===== config.mk =====
export PLATFORM = sky130hd
export DESIGN_NAME = dmac_engine
export DESIGN_NICKNAME = d
export VERILOG_FILES = /design/src/rtl/dmac_pkg.sv /design/src/rtl/dmac_csr.sv /design/src/rtl/dmac_seq.sv /design/src/rtl/dmac_engine.sv
export SDC_FILE = /design/constraint.sdc
export NUM_CORES = 1
export LEC_CHECK = 0
export CAP_MARGIN = 30
export CORE_MARGIN = 5
export CORE_UTILIZATION = 56
export CTS_CLUSTER_SIZE = 16
export DETAILED_ROUTE_END_ITERATION = 6
export HOLD_SLACK_MARGIN = 0.08
export PLACE_DENSITY = 0.92
export SYNTH_ARGS = -nofsm -noshare
export SYNTH_HDL_FRONTEND = slang
export SYNTH_HIERARCHICAL = 1
export SYNTH_SLANG_ARGS = --single-unit

===== constraint.sdc =====
create_clock -name clk -period 5.71 [get_ports clk]
set_clock_uncertainty 0.05 [all_clocks]
set_input_delay 1.4275 -clock clk [delete_from_list [all_inputs] [get_ports clk]]
set_output_delay 1.4275 -clock clk [all_outputs]
set_load 0.05 [all_outputs]

===== src/rtl/dmac_pkg.sv =====
package dmac_pkg;

    typedef enum logic [2:0] {
        ST_IDLE  = 3'd0,
        ST_FETCH = 3'd1,
        ST_READ  = 3'd2,
        ST_WRITE = 3'd3,
        ST_ZERO  = 3'd4,
        ST_STEP  = 3'd5
    } seq_st_e;

    // command write bit positions
    localparam int CMD_ENABLE = 0;
    localparam int CMD_START  = 1;
    localparam int CMD_ABORT  = 2;
    localparam int CMD_CLRIRQ = 3;
    localparam int CMD_BITS   = 4;

    // status bit positions
    localparam int STS_ENABLE = 0;
    localparam int STS_DONE   = 4;
    localparam int STS_BITS   = 5;

    // next-pointer word flags
    localparam int NP_IN_HOST  = 0;
    localparam int NP_LAST     = 1;
    localparam int NP_LINK_IRQ = 2;
    localparam int NP_TO_HOST  = 3;
    localparam int DESC_ALIGN  = 4;

endpackage


===== src/rtl/dmac_csr.sv =====
module dmac_csr
    import dmac_pkg::*;
(
    input  logic                clk,
    input  logic                rst_n,
    input  logic                cs_we,
    input  logic [CMD_BITS-1:0] cs_wdata,
    input  logic                busy,
    input  logic                elem_irq,
    input  logic                chain_end,
    input  logic                cfg_done_ie,
    output logic                run,
    output logic                go,
    output logic                halt,
    output logic [STS_BITS-1:0] cs_status,
    output logic                irq
);

    typedef struct packed {
        logic en;
        logic done;
        logic irq;
    } csr_t;

    csr_t q, n;

    always_comb begin
        n    = q;
        go   = cs_we && cs_wdata[CMD_ENABLE] && cs_wdata[CMD_START] && !busy;
        halt = cs_we && cs_wdata[CMD_ABORT] && busy;
        if (cs_we) n.en = cs_wdata[CMD_ENABLE];
        if (go) n.done = 1'b0;
        if (halt || chain_end) n.done = 1'b1;
        if (cs_we && cs_wdata[CMD_CLRIRQ]) n.irq = 1'b0;
        if (elem_irq || (chain_end && cfg_done_ie)) n.irq = 1'b1;
    end

    always_ff @(posedge clk or negedge rst_n) begin
        if (!rst_n) q <= '0;
        else        q <= n;
    end

    always_comb begin
        cs_status             = '0;
        cs_status[STS_ENABLE] = q.en;
        cs_status[STS_DONE]   = q.done;
    end
    assign run = q.en;
    assign irq = q.irq;

    assert_irq_sticky_R6: assert property (@(posedge clk) disable iff (!rst_n)
        (q.irq && !(cs_we && cs_wdata[CMD_CLRIRQ])) |=> q.irq);

    assert_start_runs_R7: assert property (@(posedge clk) disable iff (!rst_n)
        go |=> (busy && !q.done));

    assert_abort_stops_R9: assert property (@(posedge clk) disable iff (!rst_n)
        halt |=> (!busy && q.done));

    assert_busy_not_done_R7: assert property (@(posedge clk) disable iff (!rst_n)
        busy |-> !q.done);

endmodule


===== src/rtl/dmac_seq.sv =====
module dmac_seq
    import dmac_pkg::*;
#(
    parameter int W  = 32,
    parameter int CW = 23
) (
    input  logic          clk,
    input  logic          rst_n,
    input  logic          go,
    input  logic          halt,
    input  logic          run,
    input  logic          cfg_chain,
    input  logic          cfg_clr_count,
    input  logic          cfg_hold_local,
    input  logic [W-1:0]  blk_host_addr,
    input  logic [W-1:0]  blk_local_addr,
    input  logic [CW-1:0] blk_count,
    input  logic          blk_to_host,
    input  logic [W-1:0]  desc_ptr,
    output logic          mem_req,
    output logic          mem_we,
    output logic          mem_host,
    output logic [W-1:0]  mem_addr,
    output logic [W-1:0]  mem_wdata,
    input  logic          mem_ready,
    input  logic [W-1:0]  mem_rdata,
    output logic          busy,
    output logic          elem_irq,
    output logic          chain_end
);

    localparam int BSH = $clog2(W / 8);
    localparam int WCW = CW - BSH;
    localparam logic [W-1:0] STRIDE = W'(W / 8);
    localparam logic [W-1:0] CNT_OFS = W'(2 * (W / 8));

    typedef struct packed {
        seq_st_e        st;
        logic [W-1:0]   desc_addr;
        logic           desc_host;
        logic [1:0]     widx;
        logic [W-1:0]   host_addr;
        logic [W-1:0]   local_addr;
        logic [WCW-1:0] left;
        logic           to_host;
        logic           last;
        logic           link;
        logic [W-1:0]   next_ptr;
        logic [W-1:0]   data;
    } seq_t;

    seq_t    q, n;
    logic    xfer;
    seq_st_e after_data;
    logic    unused_bits;

    assign unused_bits = ^{desc_ptr[DESC_ALIGN-1:1], blk_count[BSH-1:0]};

    function automatic logic [W-1:0] align_desc(input logic [W-1:0] p);
        return {p[W-1:DESC_ALIGN], {DESC_ALIGN{1'b0}}};
    endfunction

    always_comb begin
        n          = q;
        elem_irq   = 1'b0;
        chain_end  = 1'b0;
        mem_req    = 1'b0;
        mem_we     = 1'b0;
        mem_host   = 1'b0;
        mem_addr   = '0;
        mem_wdata  = '0;
        xfer       = 1'b0;
        after_data = (cfg_chain && cfg_clr_count) ? ST_ZERO : ST_STEP;
        unique case (q.st)
            ST_IDLE: begin
                if (go && cfg_chain) begin
                    n.st        = ST_FETCH;
                    n.desc_addr = align_desc(desc_ptr);
                    n.desc_host = desc_ptr[NP_IN_HOST];
                    n.widx      = '0;
                end else if (go) begin
                    n.host_addr  = blk_host_addr;
                    n.local_addr = blk_local_addr;
                    n.left       = blk_count[CW-1:BSH];
                    n.to_host    = blk_to_host;
                    n.last       = 1'b1;
                    n.link       = 1'b0;
                    n.st         = (blk_count[CW-1:BSH] == '0) ? ST_STEP : ST_READ;
                end
            end
            ST_FETCH: begin
                mem_req  = run;
                mem_host = q.desc_host;
                mem_addr = q.desc_addr + W'({q.widx, 2'b00});
                xfer     = run && mem_ready;
                if (xfer) begin
                    unique case (q.widx)
                        2'd0: n.host_addr  = mem_rdata;
                        2'd1: n.local_addr = mem_rdata;
                        2'd2: n.left       = mem_rdata[CW-1:BSH];
                        default: begin
                            n.next_ptr = mem_rdata;
                            n.last     = mem_rdata[NP_LAST];
                            n.link     = mem_rdata[NP_LINK_IRQ];
                            n.to_host  = mem_rdata[NP_TO_HOST];
                        end
                    endcase
                    n.widx = q.widx + 2'd1;
                    if (q.widx == 2'd3) n.st = (q.left == '0) ? after_data : ST_READ;
                end
            end
            ST_READ: begin
                mem_req  = run;
                mem_host = !q.to_host;
                mem_addr = q.to_host ? q.local_addr : q.host_addr;
                xfer     = run && mem_ready;
                if (xfer) begin
                    n.data = mem_rdata;
                    n.st   = ST_WRITE;
                end
            end
            ST_WRITE: begin
                mem_req   = run;
                mem_we    = 1'b1;
                mem_host  = q.to_host;
                mem_addr  = q.to_host ? q.host_addr : q.local_addr;
                mem_wdata = q.data;
                xfer      = run && mem_ready;
                if (xfer) begin
                    n.host_addr  = q.host_addr + STRIDE;
                    n.local_addr = cfg_hold_local ? q.local_addr : q.local_addr + STRIDE;
                    n.left       = q.left - 1'b1;
                    n.st         = (q.left == WCW'(1)) ? after_data : ST_READ;
                end
            end
            ST_ZERO: begin
                mem_req  = run;
                mem_we   = 1'b1;
                mem_host = q.desc_host;
                mem_addr = q.desc_addr + CNT_OFS;
                xfer     = run && mem_ready;
                if (xfer) n.st = ST_STEP;
            end
            ST_STEP: begin
                elem_irq = q.link;
                if (q.last) begin
                    chain_end = 1'b1;
                    n.st      = ST_IDLE;
                end else begin
                    n.desc_addr = align_desc(q.next_ptr);
                    n.desc_host = q.next_ptr[NP_IN_HOST];
                    n.widx      = '0;
                    n.st        = ST_FETCH;
                end
            end
            default: n.st = ST_IDLE;
        endcase
        if (halt && q.st != ST_IDLE) begin
            n.st      = ST_IDLE;
            elem_irq  = 1'b0;
            chain_end = 1'b0;
        end
    end

    always_ff @(posedge clk or negedge rst_n) begin
        if (!rst_n) q <= '0;
        else        q <= n;
    end

    assign busy = (q.st != ST_IDLE);

    assert_stall_hold_R13: assert property (@(posedge clk) disable iff (!rst_n)
        (mem_req && !mem_ready && !halt) |=>
        (!mem_req || ($stable(mem_addr) && $stable(mem_we) && $stable(mem_wdata) && $stable(mem_host))));

    assert_pause_freeze_R8: assert property (@(posedge clk) disable iff (!rst_n)
        (busy && !run && !halt) |=> ($stable(q.left) && $stable(q.host_addr) && $stable(q.local_addr)));

    assert_hold_local_R12: assert property (@(posedge clk) disable iff (!rst_n)
        (cfg_hold_local && q.st == ST_WRITE && mem_req && mem_ready) |=> $stable(q.local_addr));

endmodule


===== src/rtl/dmac_engine.sv =====
module dmac_engine
    import dmac_pkg::*;
#(
    parameter int W  = 32,
    parameter int CW = 23
) (
    input  logic                clk,
    input  logic                rst_n,
    input  logic                cs_we,
    input  logic [CMD_BITS-1:0] cs_wdata,
    output logic [STS_BITS-1:0] cs_status,
    output logic                irq,
    output logic                busy,
    input  logic                cfg_chain,
    input  logic                cfg_clr_count,
    input  logic                cfg_done_ie,
    input  logic                cfg_hold_local,
    input  logic [W-1:0]        blk_host_addr,
    input  logic [W-1:0]        blk_local_addr,
    input  logic [CW-1:0]       blk_count,
    input  logic                blk_to_host,
    input  logic [W-1:0]        desc_ptr,
    output logic                mem_req,
    output logic                mem_we,
    output logic                mem_host,
    output logic [W-1:0]        mem_addr,
    output logic [W-1:0]        mem_wdata,
    input  logic                mem_ready,
    input  logic [W-1:0]        mem_rdata
);

    logic run, go, halt, elem_irq, chain_end;

    dmac_csr u_csr (
        .clk        (clk),
        .rst_n      (rst_n),
        .cs_we      (cs_we),
        .cs_wdata   (cs_wdata),
        .busy       (busy),
        .elem_irq   (elem_irq),
        .chain_end  (chain_end),
        .cfg_done_ie(cfg_done_ie),
        .run        (run),
        .go         (go),
        .halt       (halt),
        .cs_status  (cs_status),
        .irq        (irq)
    );

    dmac_seq #(.W(W), .CW(CW)) u_seq (
        .clk           (clk),
        .rst_n         (rst_n),
        .go            (go),
        .halt          (halt),
        .run           (run),
        .cfg_chain     (cfg_chain),
        .cfg_clr_count (cfg_clr_count),
        .cfg_hold_local(cfg_hold_local),
        .blk_host_addr (blk_host_addr),
        .blk_local_addr(blk_local_addr),
        .blk_count     (blk_count),
        .blk_to_host   (blk_to_host),
        .desc_ptr      (desc_ptr),
        .mem_req       (mem_req),
        .mem_we        (mem_we),
        .mem_host      (mem_host),
        .mem_addr      (mem_addr),
        .mem_wdata     (mem_wdata),
        .mem_ready     (mem_ready),
        .mem_rdata     (mem_rdata),
        .busy          (busy),
        .elem_irq      (elem_irq),
        .chain_end     (chain_end)
    );

endmodule


==> qor.yml, run 1 <==
routed_wl_um: 38700
ir_drop_mv: 0.327
hold_violations: 0
clock_latency_ns: 0.44
wire_per_inst_um: 23.5
finalCritPeriodShare_pct: 89.8
grt-busiest-layer: "met2"
cts_hold_buffers: 0
clockBufferDepth: 2
grt_max_degree: 106
cp_data_arrival_time_ns: 3.65
numPortBuffers: 229
worstSetupPathType: "reg -> out"
die_h_um: 150
cts-root-buf: "clkbuf_16"
finalSetupViolations: 0
avgViaCountPerCell: 6.90
grt_pass1_wl_um: 60000
syn_inst: 1195
synth_edf_count: 0
grt-ovfl-total: 0
synth_cell_types: 68
first_iter_violations: 1749
h-tree-depth: 4
rsz0062_at_grt: "no"
syn_avg_cell_area_um2: 9.22
ys_warn_count: 6
grt_pass1_vias: 11000
leakage_nw: 6.09
placeableCoreArea_mm2: 0.0194
final.setup.tns_ns: 0
initial_core_util_pct: 56.8
antennaDiodeCount: 0
dieArea_mm2: 0.0226
synth_top_flop_cell: "dfrtp_1"
grtUsageMet2_pct: 52.5
cts_buffers: 17
gp_congestion: 0.929
synth_area_leader_cell: "dfrtp_1"
worstMarginPinSlew_ns: 1.12
cts.repair.resized: 0
io_pins: 238
status: "finished, violations left"
antenna_found_initial: 1
postCtsSetupBuffers: 0
synth_area_mm2: 0.0110
relSlewSlack_pct: 24.5
ys_seq_area_share_pct: 42.2
drc: 8
synth_seq_cells: 186
power.density_mw_per_mm2: 528
clkSinkCount: 186
ant_nets: 0
clk_pin_slew_ns: 0.07
yosys-top-cells-area: "dfrtp_1 42%, mux2_2 5.8%, o21ai_0 4.0%"
cp-start-kind: "register"
nets: 1543
maxCapViolations: 0
worst-endpoint-required_ns: 4.23
post-synth-top-count-cell: "dfrtp_1"
multi_input_area_mm2: 0.00582
drv_slew: 0
post-dp-hpwl_um: 26700
vias: 11400
yosysTopAreaCellShare_pct: 42.2
seq_area_mm2: 0.00465
worstPathMaxFanout: 20
rows: 51
synth_common_cells: "186 x dfrtp_1, 87 x o21ai_0, 78 x clkbuf_1"
async_flop_share_pct: 100
post-place-ws_ns: 1.23
cp-end-kind: "primary output"
die_w_um: 150
grt_use_met3_pct: 11.6
min_path_type: "reg -> reg"
grt_use_met1_pct: 43.5
max_freq_ghz: 0.195
area_delta_synth_final_pct: 28.3
cts_tree: "done"
violations: "design-rule violations"
drtPass1Iterations: 7
fin_crit_ns: 5.13
fill_cells: 1374
grt_usage_pct: 33.9
drive_gt1_share_pct: 9.12
fin_ws_ns: 0.584
## report_power, final
part	switching [mW]	internal, mW	leakage (nW)	total (mW)
sequential	0.594	1.86	2.33	2.45
combinational	2.37	1.43	3.48	3.80
clock	0.550	0.663	0.283	1.21
## through the flow
step	hold WS [ns]	area, um^2	std cells	utilization (%)	total power [mW]
after global routing	0.464	14100	1646	72.8	7.84
after floorplan	0.400	11000	1197	-	4.86
after global placement	0.417	13500	1612	69.5	5.99
after CTS	0.444	14100	1646	72.8	7.38
after detailed placement	0.427	13500	1615	69.8	6.15
final	0.450	14100	1646	72.8	7.47
## placed cells by master (no fill, tap or decap), types with 7 or more instances in the layout
master	synthesis	final
a31oi_1	13	13
clkbuf_16	0	17
a22o_1	32	32
a22oi_1	30	30
buf_4	4	17
dfrtp_1	186	186
and3_1	12	12
a21oi_1	64	63
a221oi_1	20	20
nor2_1	72	72
nor3_1	32	31
or4_1	9	9
mux2i_1	33	33
clkdlybuf4s50_1	0	228
o21a_1	11	10
nand3_1	33	32
ha_1	10	10
nand2_1	72	70
mux2_2	57	57
inv_1	52	52
nand4_1	15	15
o21ai_0	87	87
and4_1	7	7
o2bb2ai_1	10	10
o31a_1	14	14
a222oi_1	41	41
o21ai_1	24	24
o211ai_1	8	8
nor4_1	21	21
o22ai_1	8	8
and2_1	42	42
## routing by layer
metal / vias to the layer above / wire [um]
li1: 4887 / -
met1: 5380 / 13800
met2: 933 / 17800
met3: 162 / 5420
met4: 2 / 1640
met5: - / 12
## cell families (layout without fill, tap and decap cells)
logic type,Yosys count,count (layout),share of synthesized area [%]
AND/OR/NAND/NOR,340,340,15.8
AO/OA/AOI/OAI,408,408,25.8
flip-flops,186,186,42.2
adder cells (fa/ha/maj),10,10,1.14
buffers and inverters,152,336,5.38
multiplexers,95,95,9.34
other,1,3,0.0340
XOR/XNOR,3,3,0.239
## path summary, 6_finish.rpt
| kind | start | end | slack [ns] | cells past startpoint |
|---|---|---|---|---|
| max | u_seq/q[188]$_DFFE_PN0P_ | mem_addr[31] | 0.58 | 6 |
| min | u_seq/q[11]$_DFFE_PN0P_ | u_seq/q[11]$_DFFE_PN0P_ | 0.45 | 1 |
| max reg2reg | u_seq/q[187]$_DFFE_PN0P_ | u_seq/q[144]$_DFFE_PN0P_ | 1.95 | 10 |
| min reg2reg | u_seq/q[11]$_DFFE_PN0P_ | u_seq/q[11]$_DFFE_PN0P_ | 0.45 | 1 |
| max in group asynchronous | rst_n | u_seq/q[136]$_DFFE_PN0P_ | 3.55 | 2 |
| min in group asynchronous | rst_n | u_seq/q[25]$_DFFE_PN0P_ | 1.05 | 1 |
## layout make-up
cell class                 count  share of cell area, %
sequential                   186                   32.9
multi-input combinational    859                   41.2
timing repair buffer         251                   18.0
tap                          265                   2.35
inverter                      54                   1.43
clock inverter                12                  0.992
clock buffer                  19                   3.13
## critical path, stage by stage, from the launching register on
cell	delay, ns
dfrtp_1	0.64
inv_2	0.23
nor3_2	0.83
buf_4	0.43
a222oi_1	0.17
inv_1	0.08
clkdlybuf4s50_1	0.82
## sequential cells by signal, summed over array words and instances, names as in the netlist
name             flops
u_seq/q            183
u_csr/run            1
u_csr/cs_status      1
u_csr/irq            1
(Power assumes the default switching activity.)
==> run 2: changes to the inputs <==
- CAP_MARGIN: 30 -> 20
==> qor.yml, run 2 (synthesis results as in run 1) <==
grt_usage_pct: 33.8
drive_gt1_share_pct: 9.06
fill_cells: 1373
vias: 11300
largest_register_ffs: 183
clk_pin_slew_ns: 0.07
rows: 51
finalCritPeriodShare_pct: 89.3
final_cell_mix: "228 x clkdlybuf4s50_1, 186 x dfrtp_1, 87 x o21ai_0"
worstPathMaxFanout: 20
worstMarginPinSlew_ns: 1.13
cp_data_arrival_time_ns: 3.62
postCtsSetupBuffers: 0
finalSetupViolations: 0
die_h_um: 150
clockBufferDepth: 2
min_path_type: "reg -> reg"
ant_nets: 0
first_iter_violations: 2094
antenna_found_initial: 1
rsz0062_at_grt: "no"
multi_input_area_mm2: 0.00582
cp_slowest_cell: "nor3_2"
cts_buffers: 17
maxCapViolations: 0
status: "finished, violations left"
numPortBuffers: 229
die_w_um: 150
dieArea_mm2: 0.0226
max_freq_ghz: 0.196
gp_congestion: 0.929
cts_tree: "done"
hold_violations: 0
seq_area_mm2: 0.00465
cp-start-kind: "register"
cts.repair.resized: 0
holdWs_ns: 0.450
clkSinkCount: 186
clock_latency_ns: 0.44
cp-end-kind: "primary output"
drc: 46
io_pins: 238
reg2reg_slack_ns: 1.93
violations: "design-rule violations"
power.density_mw_per_mm2: 533
cts_hold_buffers: 0
ir_drop_mv: 0.359
grt-ovfl-total: 0
final_core_util_pct: 72.9
dpl_cell_area_mm2: 0.0135
grt_pass1_vias: 11000
nets: 1542
leakage_nw: 6.09
h-tree-depth: 4
area_delta_synth_final_pct: 28.3
hp-start: "u_seq/q[88]$_DFFE_PN0P_"
relSlewSlack_pct: 23.8
drtPass1Iterations: 7
grt_max_degree: 106
layout_commonest_cell: "clkdlybuf4s50_1"
worst-endpoint-required_ns: 4.23
r2r_start: "u_seq/q[187]$_DFFE_PN0P_"
placeableCoreArea_mm2: 0.0194
crit_start: "u_seq/q[188]$_DFFE_PN0P_"
initial_core_util_pct: 56.8
grt_pass1_wl_um: 59700
routed_wl_um: 39100
largest_register: "u_seq/q"
fin_crit_ns: 5.10
final.setup.tns_ns: 0
cts-root-buf: "clkbuf_16"
drv_slew: 0
wire_per_inst_um: 23.7
worstSetupPathType: "reg -> out"
avgViaCountPerCell: 6.87
antennaDiodeCount: 0
crit_chain: "inv_2, nor3_2, buf_4, a222oi_1, inv_1, clkdlybuf4s50_1"
cpPeakStageDelay_ns: 0.84
stdcell_area_mm2: 0.0141
post-dp-hpwl_um: 26300
run 2: cell type report:
class | instances | share of cell area, %
Multi-Input combinational cell | 859 | 41.2
Sequential cell | 186 | 32.9
Timing Repair Buffer | 250 | 17.8
Clock buffer | 19 | 3.13
Tap cell | 265 | 2.35
Inverter | 54 | 1.43
Clock inverter | 12 | 1.16
run 2: per-layer routing:
| layer | global-route usage, % | wire, um | up-vias |
|---|---|---|---|
| li1 | - | - | 4900 |
| met1 | 42.5 | 14000 | 5335 |
| met2 | 53.3 | 18000 | 906 |
| met3 | 11.5 | 5440 | 162 |
| met4 | 14.4 | 1600 | 2 |
| met5 | 0 | 12 | - |
run 2: worst paths after layout:
kind | end | cells past startpoint
worst min-delay path | u_seq/q[88]$_DFFE_PN0P_ | 2
worst max register to register | u_seq/q[144]$_DFFE_PN0P_ | 10
max in group asynchronous | u_seq/q[94]$_DFFE_PN0P_ | 2
worst min register to register | u_seq/q[88]$_DFFE_PN0P_ | 2
worst max-delay path | mem_addr[22] | 6
min in group asynchronous | u_seq/q[25]$_DFFE_PN0P_ | 1
run 2: stage by stage:
step           setup WS (ns)  power, mW  cells
2_1_floorplan           2.11       4.86   1197
3_3_place_gp            1.31       5.99   1612
3_5_place_dp            1.26       6.14   1612
4_1_cts                0.745       7.43   1643
5_1_grt                0.544       7.88   1645
6_report               0.609       7.54   1645
run 2: worst max-delay path, delay by kind of cell (launching register included):
kind	cells	cell delay [ns]
buffers and inverters	4	1.53
AND/OR/NAND/NOR	1	0.84
flip-flops	1	0.64
AO/OA/AOI/OAI	1	0.18
run 2: power breakdown:
group | switching, mW | total (mW) | leakage [nW] | internal [mW]
sequential | 0.600 | 2.46 | 2.33 | 1.86
clock | 0.557 | 1.26 | 0.295 | 0.706
combinational | 2.38 | 3.81 | 3.46 | 1.43
total | 3.54 | 7.54 | 6.09 | 4.00
